**config.mk**
```make
export PLATFORM = sky130hd
export DESIGN_NAME = irq_entry_seq
export DESIGN_NICKNAME = d
export VERILOG_FILES = /design/src/rtl/irq_entry_pkg.sv /design/src/rtl/irq_defer_cnt.sv /design/src/rtl/irq_accept.sv /design/src/rtl/irq_redirect_out.sv /design/src/rtl/irq_entry_seq.sv
export SDC_FILE = /design/constraint.sdc
export NUM_CORES = 1
export LEC_CHECK = 0
export BUFFER_PORTS_ARGS = -buffer_cell sky130_fd_sc_hd__buf_2
export CAP_MARGIN = 20
export CORE_MARGIN = 2
export CORE_UTILIZATION = 28
export CTS_BUF_LIST = sky130_fd_sc_hd__clkbuf_8 sky130_fd_sc_hd__clkbuf_16
export CTS_CLUSTER_SIZE = 12
export DETAILED_ROUTE_END_ITERATION = 8
export PLACE_DENSITY = 0.79
export SLEW_MARGIN = 15
export SYNTH_ARGS = -nofsm -noshare
export SYNTH_HDL_FRONTEND = slang
export SYNTH_HIERARCHICAL = 1
export SYNTH_SLANG_ARGS = --single-unit
```
**constraint.sdc**
```tcl
create_clock -name clk -period 1.5 [get_ports clk]
set_input_delay 0.075 -clock clk [delete_from_list [all_inputs] [get_ports clk]]
set_output_delay 0.075 -clock clk [all_outputs]
set_load 0.03 [all_outputs]
```
**src/rtl/irq_entry_pkg.sv**
```systemverilog
// Package: shared constants for the interrupt entry sequencer.
// Assumes a byte-addressed core whose addresses are at most 32 bits wide.
package irq_entry_pkg;
    localparam int unsigned DEF_AW     = 32;
    localparam logic [31:0] DEF_VECTOR = 32'h0040_000C;
    localparam int unsigned DEF_SLOTS  = 3;
    localparam int unsigned NUM_FLUSH  = 3;
    // Indices into the squash vector, ordered from the oldest younger stage.
    localparam int unsigned FL_ID  = 0;
    localparam int unsigned FL_IF  = 1;
    localparam int unsigned FL_PIF = 2;
endpackage

```
**src/rtl/irq_defer_cnt.sv**
```systemverilog
// Module: deferral window counter.
// It reloads to SLOTS when a valid branch/jump leaves EX unstalled.
// It counts down once per further unstalled cycle.
// win_closed is high when the counter reaches zero.
// Assumes stall freezes every slot, including EX.
module irq_defer_cnt #(
    parameter int unsigned SLOTS = 3
) (
    input  logic clk,
    input  logic rst_n,
    input  logic advance,
    input  logic xfer_adv,
    output logic win_closed
);
    localparam int unsigned CW = $clog2(SLOTS + 1);
    localparam logic [CW-1:0] LOADV = CW'(SLOTS);

    logic [CW-1:0] cnt;

    // Reload on a leaving transfer; otherwise count down on each advance.
    always_ff @(posedge clk) begin
        if (!rst_n) begin
            cnt <= '0;
        end else if (xfer_adv) begin
            cnt <= LOADV;
        end else if (advance && cnt != '0) begin
            cnt <= cnt - 1'b1;
        end
    end

    // Window is closed once every deferred slot has left EX.
    always_comb win_closed = (cnt == '0);

    p_reload_r9: assert property (@(posedge clk) disable iff (!rst_n)
        xfer_adv |=> (cnt == LOADV));
    p_count_down_r7: assert property (@(posedge clk) disable iff (!rst_n)
        (advance && !xfer_adv && cnt != '0) |=> (cnt == $past(cnt) - 1'b1));
    p_hold_on_stall_r8: assert property (@(posedge clk) disable iff (!rst_n)
        (!advance && !xfer_adv) |=> $stable(cnt));
endmodule

```
**src/rtl/irq_accept.sv**
```systemverilog
// Module: acceptance gate.
// It takes a request only when the current EX instruction can complete
// and be the last one before the vector.
// Assumes irq_req already includes the global enable and the source masks.
module irq_accept (
    input  logic rst_n,
    input  logic irq_req,
    input  logic ex_valid,
    input  logic ex_is_xfer,
    input  logic stall,
    input  logic win_closed,
    output logic take
);
    logic slot_ok;

    // EX must hold a non-transfer instruction that retires this cycle.
    always_comb slot_ok = ex_valid && !ex_is_xfer && !stall;

    // Final decision: request present, slot usable, window closed.
    always_comb take = rst_n && irq_req && slot_ok && win_closed;
endmodule

```
**src/rtl/irq_redirect_out.sv**
```systemverilog
// Module: entry action generator.
// It fans one take pulse out to the PC redirect, the EPC write,
// the enable clear and the per-stage squash lines, all in one cycle.
// Assumes the consumers sample these strobes at the next clock edge.
module irq_redirect_out #(
    parameter int unsigned AW     = 32,
    parameter logic [AW-1:0] VECTOR = '0,
    parameter int unsigned NFLUSH = 3
) (
    input  logic              take,
    input  logic [AW-1:0]     next_pc,
    output logic              redirect,
    output logic [AW-1:0]     target,
    output logic              epc_we,
    output logic [AW-1:0]     epc_data,
    output logic              ie_clear,
    output logic [NFLUSH-1:0] flush
);
    // PC side: the vector is fixed, and the redirect follows take.
    always_comb begin
        redirect = take;
        target   = VECTOR;
    end

    // Status side: save the return address and drop the enable.
    always_comb begin
        epc_we   = take;
        epc_data = next_pc;
        ie_clear = take;
    end

    // One squash line per younger stage.
    for (genvar g = 0; g < NFLUSH; g++) begin : g_flush
        always_comb flush[g] = take;
    end
endmodule

```
**src/rtl/irq_entry_seq.sv**
```systemverilog
// Module: interrupt entry sequencer (top).
// Placed at EX, it decides whether an interrupt is taken this cycle.
// When it is, it redirects to the vector, saves the return address,
// clears the enable and squashes PIF, IF and ID.
// Assumes ex_next_pc is the address that would follow the EX instruction.
module irq_entry_seq
    import irq_entry_pkg::*;
#(
    parameter int unsigned AW     = DEF_AW,
    parameter logic [AW-1:0] VECTOR = AW'(DEF_VECTOR),
    parameter int unsigned SLOTS  = DEF_SLOTS
) (
    input  logic          clk,
    input  logic          rst_n,
    input  logic          irq_req,
    input  logic          ex_valid,
    input  logic          ex_is_xfer,
    input  logic          stall,
    input  logic [AW-1:0] ex_next_pc,
    output logic          pc_redirect,
    output logic [AW-1:0] pc_target,
    output logic          epc_we,
    output logic [AW-1:0] epc_data,
    output logic          ie_clear,
    output logic          flush_pif,
    output logic          flush_if,
    output logic          flush_id
);
    logic advance;
    logic xfer_adv;
    logic win_closed;
    logic take;
    logic [NUM_FLUSH-1:0] flush;

    // Slot movement through EX and a leaving branch/jump.
    always_comb begin
        advance  = !stall;
        xfer_adv = ex_valid && ex_is_xfer && !stall;
    end

    irq_defer_cnt #(.SLOTS(SLOTS)) u_defer (
        .clk        (clk),
        .rst_n      (rst_n),
        .advance    (advance),
        .xfer_adv   (xfer_adv),
        .win_closed (win_closed)
    );

    irq_accept u_accept (
        .rst_n      (rst_n),
        .irq_req    (irq_req),
        .ex_valid   (ex_valid),
        .ex_is_xfer (ex_is_xfer),
        .stall      (stall),
        .win_closed (win_closed),
        .take       (take)
    );

    irq_redirect_out #(.AW(AW), .VECTOR(VECTOR), .NFLUSH(NUM_FLUSH)) u_out (
        .take     (take),
        .next_pc  (ex_next_pc),
        .redirect (pc_redirect),
        .target   (pc_target),
        .epc_we   (epc_we),
        .epc_data (epc_data),
        .ie_clear (ie_clear),
        .flush    (flush)
    );

    // Name the squash lines by stage.
    always_comb begin
        flush_pif = flush[FL_PIF];
        flush_if  = flush[FL_IF];
        flush_id  = flush[FL_ID];
    end

    p_stall_blocks_r8: assert property (@(posedge clk) disable iff (!rst_n)
        stall |-> !pc_redirect);
    p_xfer_blocks_r6: assert property (@(posedge clk) disable iff (!rst_n)
        (ex_valid && ex_is_xfer) |-> !pc_redirect);
    p_need_req_r10: assert property (@(posedge clk) disable iff (!rst_n)
        pc_redirect |-> (irq_req && ex_valid));
    p_epc_with_redirect_r3: assert property (@(posedge clk) disable iff (!rst_n)
        pc_redirect |-> (epc_we && epc_data == ex_next_pc));
    p_ie_with_redirect_r4: assert property (@(posedge clk) disable iff (!rst_n)
        pc_redirect |-> ie_clear);
    p_flush_with_redirect_r5: assert property (@(posedge clk) disable iff (!rst_n)
        pc_redirect |-> (flush_pif && flush_if && flush_id));
    p_after_xfer_r7: assert property (@(posedge clk) disable iff (!rst_n)
        (ex_valid && ex_is_xfer && !stall) |=> !pc_redirect);
endmodule

```
Word level (Yosys, flattened, before mapping)
Cells that the tools add are included.
{"block": "totals", "regBits": 2, "latchBits": 0, "ramBits": 0, "romBits": 0, "input_bits": 38, "out_inout_bits": 70, "elab_cells": 17, "mem_count": 0}
{"block": "classes", "add_sub_neg": 1, "multipliers": 0, "n_div": 0, "magnitude_cmp": 0, "eq_ne": 0, "n_shift": 0, "mux": 2, "bitwise": 0, "reduce_logical": 13}
{"op": "$logic_and 1x1->1", "count": 8}
{"op": "$mux 2", "count": 2}
{"op": "$reduce_bool 2->1", "count": 2}
{"op": "$logic_not 1->1", "count": 2}
{"op": "$logic_not 2->1", "count": 1}
{"op": "$sub 2x1->2 const B", "count": 1}

Logic depth before layout (Yosys ltp)
Gate-level depths: netlist (run 1).
{"block": "depth", "word_depth": 5, "mapped_depth": 5, "depth_no_buf": 4}

Hierarchy
Netlist (run 1), hierarchy kept.
{"module": "irq_redirect_out", "instances": 1, "cells_per_inst": 72, "area_per_inst_um2": 533.0, "seq_area_each_um2": 0.0}
{"module": "irq_defer_cnt", "instances": 1, "cells_per_inst": 13, "area_per_inst_um2": 118.9, "seq_area_each_um2": 40.0}
{"module": "irq_accept", "instances": 1, "cells_per_inst": 2, "area_per_inst_um2": 16.3, "seq_area_each_um2": 0.0}
{"module": "irq_entry_seq", "instances": 1, "cells_per_inst": 2, "area_per_inst_um2": 12.5, "seq_area_each_um2": 0.0}

Least setup slack after synthesis (run 1)
Ideal clock, no wire load.
{"block": "synth_timing", "path_kind": "flip-flop to output port", "start": "register u_defer.cnt[0]", "end": "output epc_we", "arrival_ns": 1.114, "setup_slack_ns": 0.311, "stages_incl_launch_ff": 6, "path_cell_list": "dfxtp_1 -> inv_1 -> ha_1 -> nor4bb_1 -> and3_1 -> buf_4"}
{"block": "synth_between", "elab_chain_cells": 2}
{"item": "from (decl)", "line": "irq_defer_cnt.sv:18", "source": "logic [CW-1:0] cnt;"}
{"item": "from (signal assigned)", "line": "irq_defer_cnt.sv:27", "source": "cnt <= cnt - 1'b1;"}
{"item": "$logic_not 2->1", "line": "irq_defer_cnt.sv:32", "source": "always_comb win_closed = (cnt == '0);"}
{"item": "net win_closed", "line": "irq_entry_seq.sv:31", "source": "logic win_closed;"}
{"item": "$logic_and 1x1->1", "line": "irq_accept.sv:20", "source": "always_comb take = rst_n && irq_req && slot_ok && win_closed;"}
{"item": "to (decl)", "line": "irq_entry_seq.sv:22", "source": "output logic epc_we,"}
The timed path passes the listed nets, and every way through them passes these cells.

Final worst setup path (run 1)
{"block": "layout_timing", "start": "register u_defer.cnt[0]", "end": "output pc_redirect"}
{"block": "layout_between", "elab_chain_cells": 2}
{"item": "$logic_not 2->1", "line": "irq_defer_cnt.sv:32"}
{"item": "net win_closed", "line": "irq_entry_seq.sv:31"}
{"item": "$logic_and 1x1->1", "line": "irq_accept.sv:20"}
{"item": "to (decl)", "line": "irq_entry_seq.sv:20", "source": "output logic pc_redirect,"}
The timed path passes the listed nets, and every way through them passes these cells.

==> flow_metrics.tcl, run 1 <==
set metrics [dict create \
    status "finished clean" \
    utilization 0.208 \
    rr_endpoint "u_defer/cnt[1]" \
    clock-root-buffer "clkbuf_8" \
    vias_per_cell 3.37 \
    via_count 307 \
    tns_ns 0 \
    top_register "u_defer/cnt" \
    p_total_uw 462 \
    start_util 0.302 \
    grt_pass1_wl_um 938 \
    wl_per_cell_um 8.54 \
    holdPathEnd "u_defer/cnt[0]" \
    p_seq_frac 0.141 \
    ys_seq_area_frac 0.0588 \
    crit_slowest_cell "dfxtp_1" \
    cts_setup_buffers 0 \
    wl_met1_um 169 \
    diodes 0 \
    cts_max_path_buffers 2 \
    stdcell_count 91 \
    r2r_slack_ns 0.38 \
    cp-end-kind "output port" \
    path_clk_slew_ns 0.03 \
    r2r_start "u_defer/cnt[0]" \
    ant_nets 0 \
    irDropWorstVdd_uv 276 \
    numCtsBuffers 3 \
    nets 104 \
    grt_pass1_vias 237 \
    die_x_um 53.3 \
    slew_viol_final 0 \
    cellPowerDensity_mw_per_mm2 984 \
    rsz0062_at_grt "no" \
    combinationalPowerShare 0.400 \
    min_from "rst_n" \
    postLayoutSetupSlackWorst_ns 0.0705 \
    report.final.setup_viol 0 \
    hold_violations 0 \
    yosys_register_bits 2 \
    slowest_delay_ns 0.31 \
    die_h_um 53.3 \
    crit_path_start_kind "register" \
    insertion_delay_ns 0.21 \
    num_rows 17 \
    grt.total_usage 0.0514 \
    period_needed_ns 1.43 \
    hold_depth 3 \
    fin_crit_sh 0.953 \
    finalClockSkew_ns 0.000255 \
    pwr-share-clk 0.460 \
    max_freq_mhz 700 \
    p_int_uw 275 \
    drc_errors 0 \
    h-tree-depth 1 \
    cts_tree "done" \
    synthDistinctLibCells 12 \
    io_buffer_count 11 \
    area.growth.synth_to_final_pct -31.1 \
    dpl-instance-area_sq_um 358 \
    met3_length_um 196 \
    ioPinCount 108 \
    dp_hpwl_um 587 \
    largestRegisters "u_defer/cnt (2)" \
    ff2ff_path_depth 4 \
    pre_cts_ws_ns 0.232 \
    drtIter0Drc 1 \
    holdBufCountCts 0 \
    core-area_sq_mm 0.00225 \
    worstPathRequired_ns 1.42 \
    clkSinkCount 2 \
    antenna_found_initial 0 \
    syn_area_sq_um 681 \
    hold_class "input port to register" \
    cts-resized-gates 0 \
    cp_max_fo 6 \
    wl_um 777 \
    worstPathCellList "inv_1 > ha_4 > nor4bb_4 > and3_4 > buf_6" \
    die-area_sq_mm 0.00284 \
    p_sw_frac 0.405 \
    drtPass1Iterations 2 \
    drive_gt1_frac 0.270 \
    routed.top_layer "met4" \
    leakage_nw 0.268 \
    placed_cells 88 \
    place.gp.congestion 0.535 \
    grt_start_max_net_pins 7 \
    overflow 0 \
    met2WireLength_um 374 \
    crit_arrival_ns 1.35 \
    critPathKind "register to output port" \
    netlist_instances 89 \
    drv_cap 0 \
    p_sw_uw 187 \
    syn_avg_cell_area_sq_um 7.65 \
    final_area_sq_um 469 \
    largest_reg_flops 2 \
    worst_hold_slack_ns 0.131 \
    yosys_warnings 6 \
]
==> worst max path at each step <==
stage              startpoint          end  slack, ns  depth (start not counted)
2_1_floorplan  u_defer/cnt[0]       epc_we       0.31                          5
3_3_place_gp   u_defer/cnt[0]     ie_clear       0.27                          5
3_5_place_dp   u_defer/cnt[0]     ie_clear       0.23                          5
4_1_cts        u_defer/cnt[0]     ie_clear      0.006                          5
5_1_grt        u_defer/cnt[0]       epc_we       0.01                          5
6_report       u_defer/cnt[0]  pc_redirect       0.07                          5
==> synthesized netlist by cell type <==
cell type,n,share of area
buf_4,70,0.77
inv_1,4,0.022
a211oi_1,2,0.022
and4bb_1,2,0.037
conb_1,2,0.011
dfxtp_1,2,0.059
nor2_1,2,0.011
and3_1,1,0.0092
and3b_1,1,0.013
ha_1,1,0.018
nor4bb_1,1,0.015
or2b_1,1,0.011
==> power groups by stage <==
| stage | clock network [mW] | registers (mW) | logic [mW] |
|---|---|---|---|
| 4_1_cts | 0.221 | 0.0648 | 0.158 |
| 3_5_place_dp | 0 | 0.0654 | 0.158 |
| 6_report | 0.212 | 0.0650 | 0.185 |
| 3_3_place_gp | 0 | 0.0652 | 0.156 |
| 2_1_floorplan | 0 | 0.0648 | 0.369 |
| 5_1_grt | 0.230 | 0.0653 | 0.198 |
==> layout make-up <==
type                    instances  area, sq um
fillers                       254         1790
multi-input cells              43          245
repair buffers                 11         92.6
clock buffers                   3         41.3
flip-flops and latches          2         40.0
well taps                      28         35.0
inverters                       4         15.0
==> worst max-delay path: cells and delay by family (launching register included) <==
kind / cells / cell delay [ns]
and+or+nand+nor: 2 / 0.46
DFF: 1 / 0.31
buffers and inverters: 2 / 0.24
adders and majority gates: 1 / 0.14
==> layer usage <==
metal | up-vias | track usage
met5 | - | 0
met4 | 0 | 0.0855
met3 | 10 | 0.0621
met2 | 46 | 0.0679
met1 | 131 | 0.0218
li1 | 120 | -
==> logic make-up (layout without fill, tap and decap cells) <==
kind of cell               Yosys count  after routing  synth area share
DFF                                  2              2            0.0588
other                                2             32            0.0110
and+or+nand+nor                      8              8            0.0956
AOI/OAI and AO/OA                    2              2            0.0221
adders and majority gates            1              1            0.0184
buffers and inverters               74             18             0.794
==> placed cells by master, fill, tap and decap left out <==
cell type	count
a211oi_1	2
and3_4	1
and3b_1	1
and4bb_1	2
buf_2	5
buf_6	6
clkbuf_8	3
conb_1	32
dfxtp_1	2
ha_4	1
inv_1	4
nor2_1	2
nor4bb_4	1
or2b_1	1
Power figures use the tool's default switching activity.
==> run 2: changes to the inputs <==
- ABC_AREA: not set -> 1
- CORE_MARGIN: 2 -> 4
- PLACE_DENSITY: 0.79 -> 0.8
- SYNTH_HIERARCHICAL: 1 -> not set
==> flow_metrics.tcl, run 2 <==
set metrics [dict create \
    status "finished clean" \
    drtIter0Drc 8 \
    insertion_delay_ns 0.21 \
    report.final.setup_viol 0 \
    yosys_register_bits 2 \
    crit_path_start_kind "register" \
    ant_nets 0 \
    cellPowerDensity_mw_per_mm2 1090 \
    die-area_sq_mm 0.00322 \
    ys.flop_type "dfxtp_1" \
    min_from "rst_n" \
    antenna_found_initial 0 \
    diodes 0 \
    area.growth.synth_to_final_pct -36.7 \
    cp_max_fo 6 \
    h-tree-depth 1 \
    crit_arrival_ns 1.36 \
    syn_area_sq_um 664 \
    mostFrequentLayoutCells "conb_1, buf_2, nand2_1" \
    irDropWorstVdd_uv 228 \
    postLayoutSetupSlackWorst_ns 0.0634 \
    crit_end "flush_if" \
    synth-edff-count 0 \
    wl_per_cell_um 8.88 \
    drtPass1Iterations 4 \
    place.gp.congestion 0.656 \
    worstPathCellList "inv_2 > ha_4 > nand2_2 > nor4_4 > buf_2" \
    largestRegisters "u_defer.cnt (2)" \
    via_count 305 \
    nets 109 \
    tns_ns 0 \
    die_x_um 56.7 \
    cp-end-kind "output port" \
    hold_violations 0 \
    synth_top_area_cell "buf_4" \
    synth_top_area_share 0.780 \
    r2r_start "u_defer.cnt[1]" \
    netlist_instances 93 \
    worstSetupStartpoint "u_defer.cnt[0]" \
    leakage_nw 0.254 \
    r2r_slack_ns 0.52 \
    num_rows 17 \
    fin_crit_sh 0.958 \
    overflow 0 \
    drv_cap 0 \
    layout_commonest_cell "conb_1" \
    core-area_sq_mm 0.00223 \
    drive_gt1_frac 0.294 \
    io_buffer_count 11 \
    numCtsBuffers 3 \
    ys_top_cells_by_area "buf_4, dfxtp_1, inv_1" \
    cts_tree "done" \
    cts_max_path_buffers 2 \
    clkSinkCount 2 \
    die_h_um 56.7 \
    path_clk_slew_ns 0.03 \
    pre_cts_ws_ns 0.221 \
    finalClockSkew_ns 0.00174 \
    max_freq_mhz 696 \
    grt.total_usage 0.0450 \
    wl_um 852 \
    ys_seq_area_frac 0.0603 \
    yosys_warnings 0 \
    nFillCells 259 \
    crit_slowest_cell "dfxtp_2" \
    drc_errors 0 \
    ioPinCount 108 \
    worstPathRequired_ns 1.42 \
    slew_viol_final 0 \
    hold_class "input port to register" \
    netlist_top_cells_count "buf_4, inv_1, nand2_1" \
    largest_reg_flops 2 \
    rr_endpoint "u_defer.cnt[0]" \
    clock-root-buffer "clkbuf_8" \
    synthDistinctLibCells 11 \
    grt_pass1_wl_um 1000 \
    ff2ff_path_depth 6 \
    critPathKind "register to output port" \
    yosysMostFrequentCell "buf_4" \
    grt_start_max_net_pins 7 \
    start_util 0.297 \
    grt_pass1_vias 236 \
    syn_avg_cell_area_sq_um 7.14 \
    async_flop_share 0 \
    rsz0062_at_grt "yes" \
    period_needed_ns 1.44 \
    top_register "u_defer.cnt" \
    dp_hpwl_um 709 \
    vias_per_cell 3.18 \
    slowest_delay_ns 0.31 \
]
-- run 2: worst min path at each step --
stage	endpoint	cells after the start
finish	u_defer.cnt[1]	3
global route	u_defer.cnt[1]	3
CTS	u_defer.cnt[1]	3
detailed placement	epc_data[10]	0
global placement	epc_data[10]	0
floorplan	u_defer.cnt[1]	2
-- run 2: report_power, final --
part	switching (mW)	internal, mW	leakage, nW
Sequential	0.00448	0.0615	0.0169
Combinational	0.149	0.0315	0.216
Clock	0.0406	0.170	0.0216
Total	0.194	0.263	0.254
-- run 2: metrics by stage --
stage,instances,hold WS (ns),instance area (sq um),power (mW),utilization
3_5_place_dp,93,0.150,374,0.245,0.168
5_1_grt,96,0.0891,420,0.486,0.188
6_report,96,0.0699,420,0.457,0.188
4_1_cts,96,0.0745,415,0.463,0.186
2_1_floorplan,123,0.173,802,0.452,-
3_3_place_gp,93,0.150,374,0.242,0.168
-- run 2: kinds of logic after synthesis --
| logic type | share of synthesized area |
|---|---|
| and+or+nand+nor | 0.0734 |
| other | 0.0113 |
| buffers and inverters | 0.814 |
| adders and majority gates | 0.0188 |
| DFF | 0.0603 |
| AOI/OAI and AO/OA | 0.0226 |
-- run 2: timing repair --
action | CTS | global route
endpoints found under the setup margin | 1 | 6
pin swaps | 0 | 1
hold endpoints to repair | 0 | 0
setup buffers | 0 | 0
hold buffers | 0 | 0
gates resized for setup | 0 | 4
-- run 2: cell type report --
type | count | area (sq um) | share of cell area
timing repair buffer | 11 | 60.1 | 0.143
inverter | 6 | 22.5 | 0.0536
clock buffer | 3 | 41.3 | 0.0982
sequential | 2 | 41.3 | 0.0982
multi-input combinational | 46 | 220 | 0.524
tap | 28 | 35.0 | 0.0833
-- run 2: critical path, delay by kind of cell (launching register included) --
| kind | cells | cell delay [ns] |
|---|---|---|
| AND/OR/NAND/NOR | 2 | 0.38 |
| buffers and inverters | 2 | 0.33 |
| flip-flops | 1 | 0.31 |
| adder cells (fa/ha/maj) | 1 | 0.14 |
-- run 2: per-layer routing --
| layer | up-vias | share of wire | wire, um | track usage |
|---|---|---|---|---|
| li1 | 129 | - | - | - |
| met2 | 39 | 0.38 | 320 | 0.0429 |
| met3 | 20 | 0.27 | 233 | 0.0483 |
| met4 | 0 | 0.11 | 92 | 0.0847 |
| met1 | 117 | 0.24 | 205 | 0.0324 |
| met5 | - | 0 | 0 | 0 |
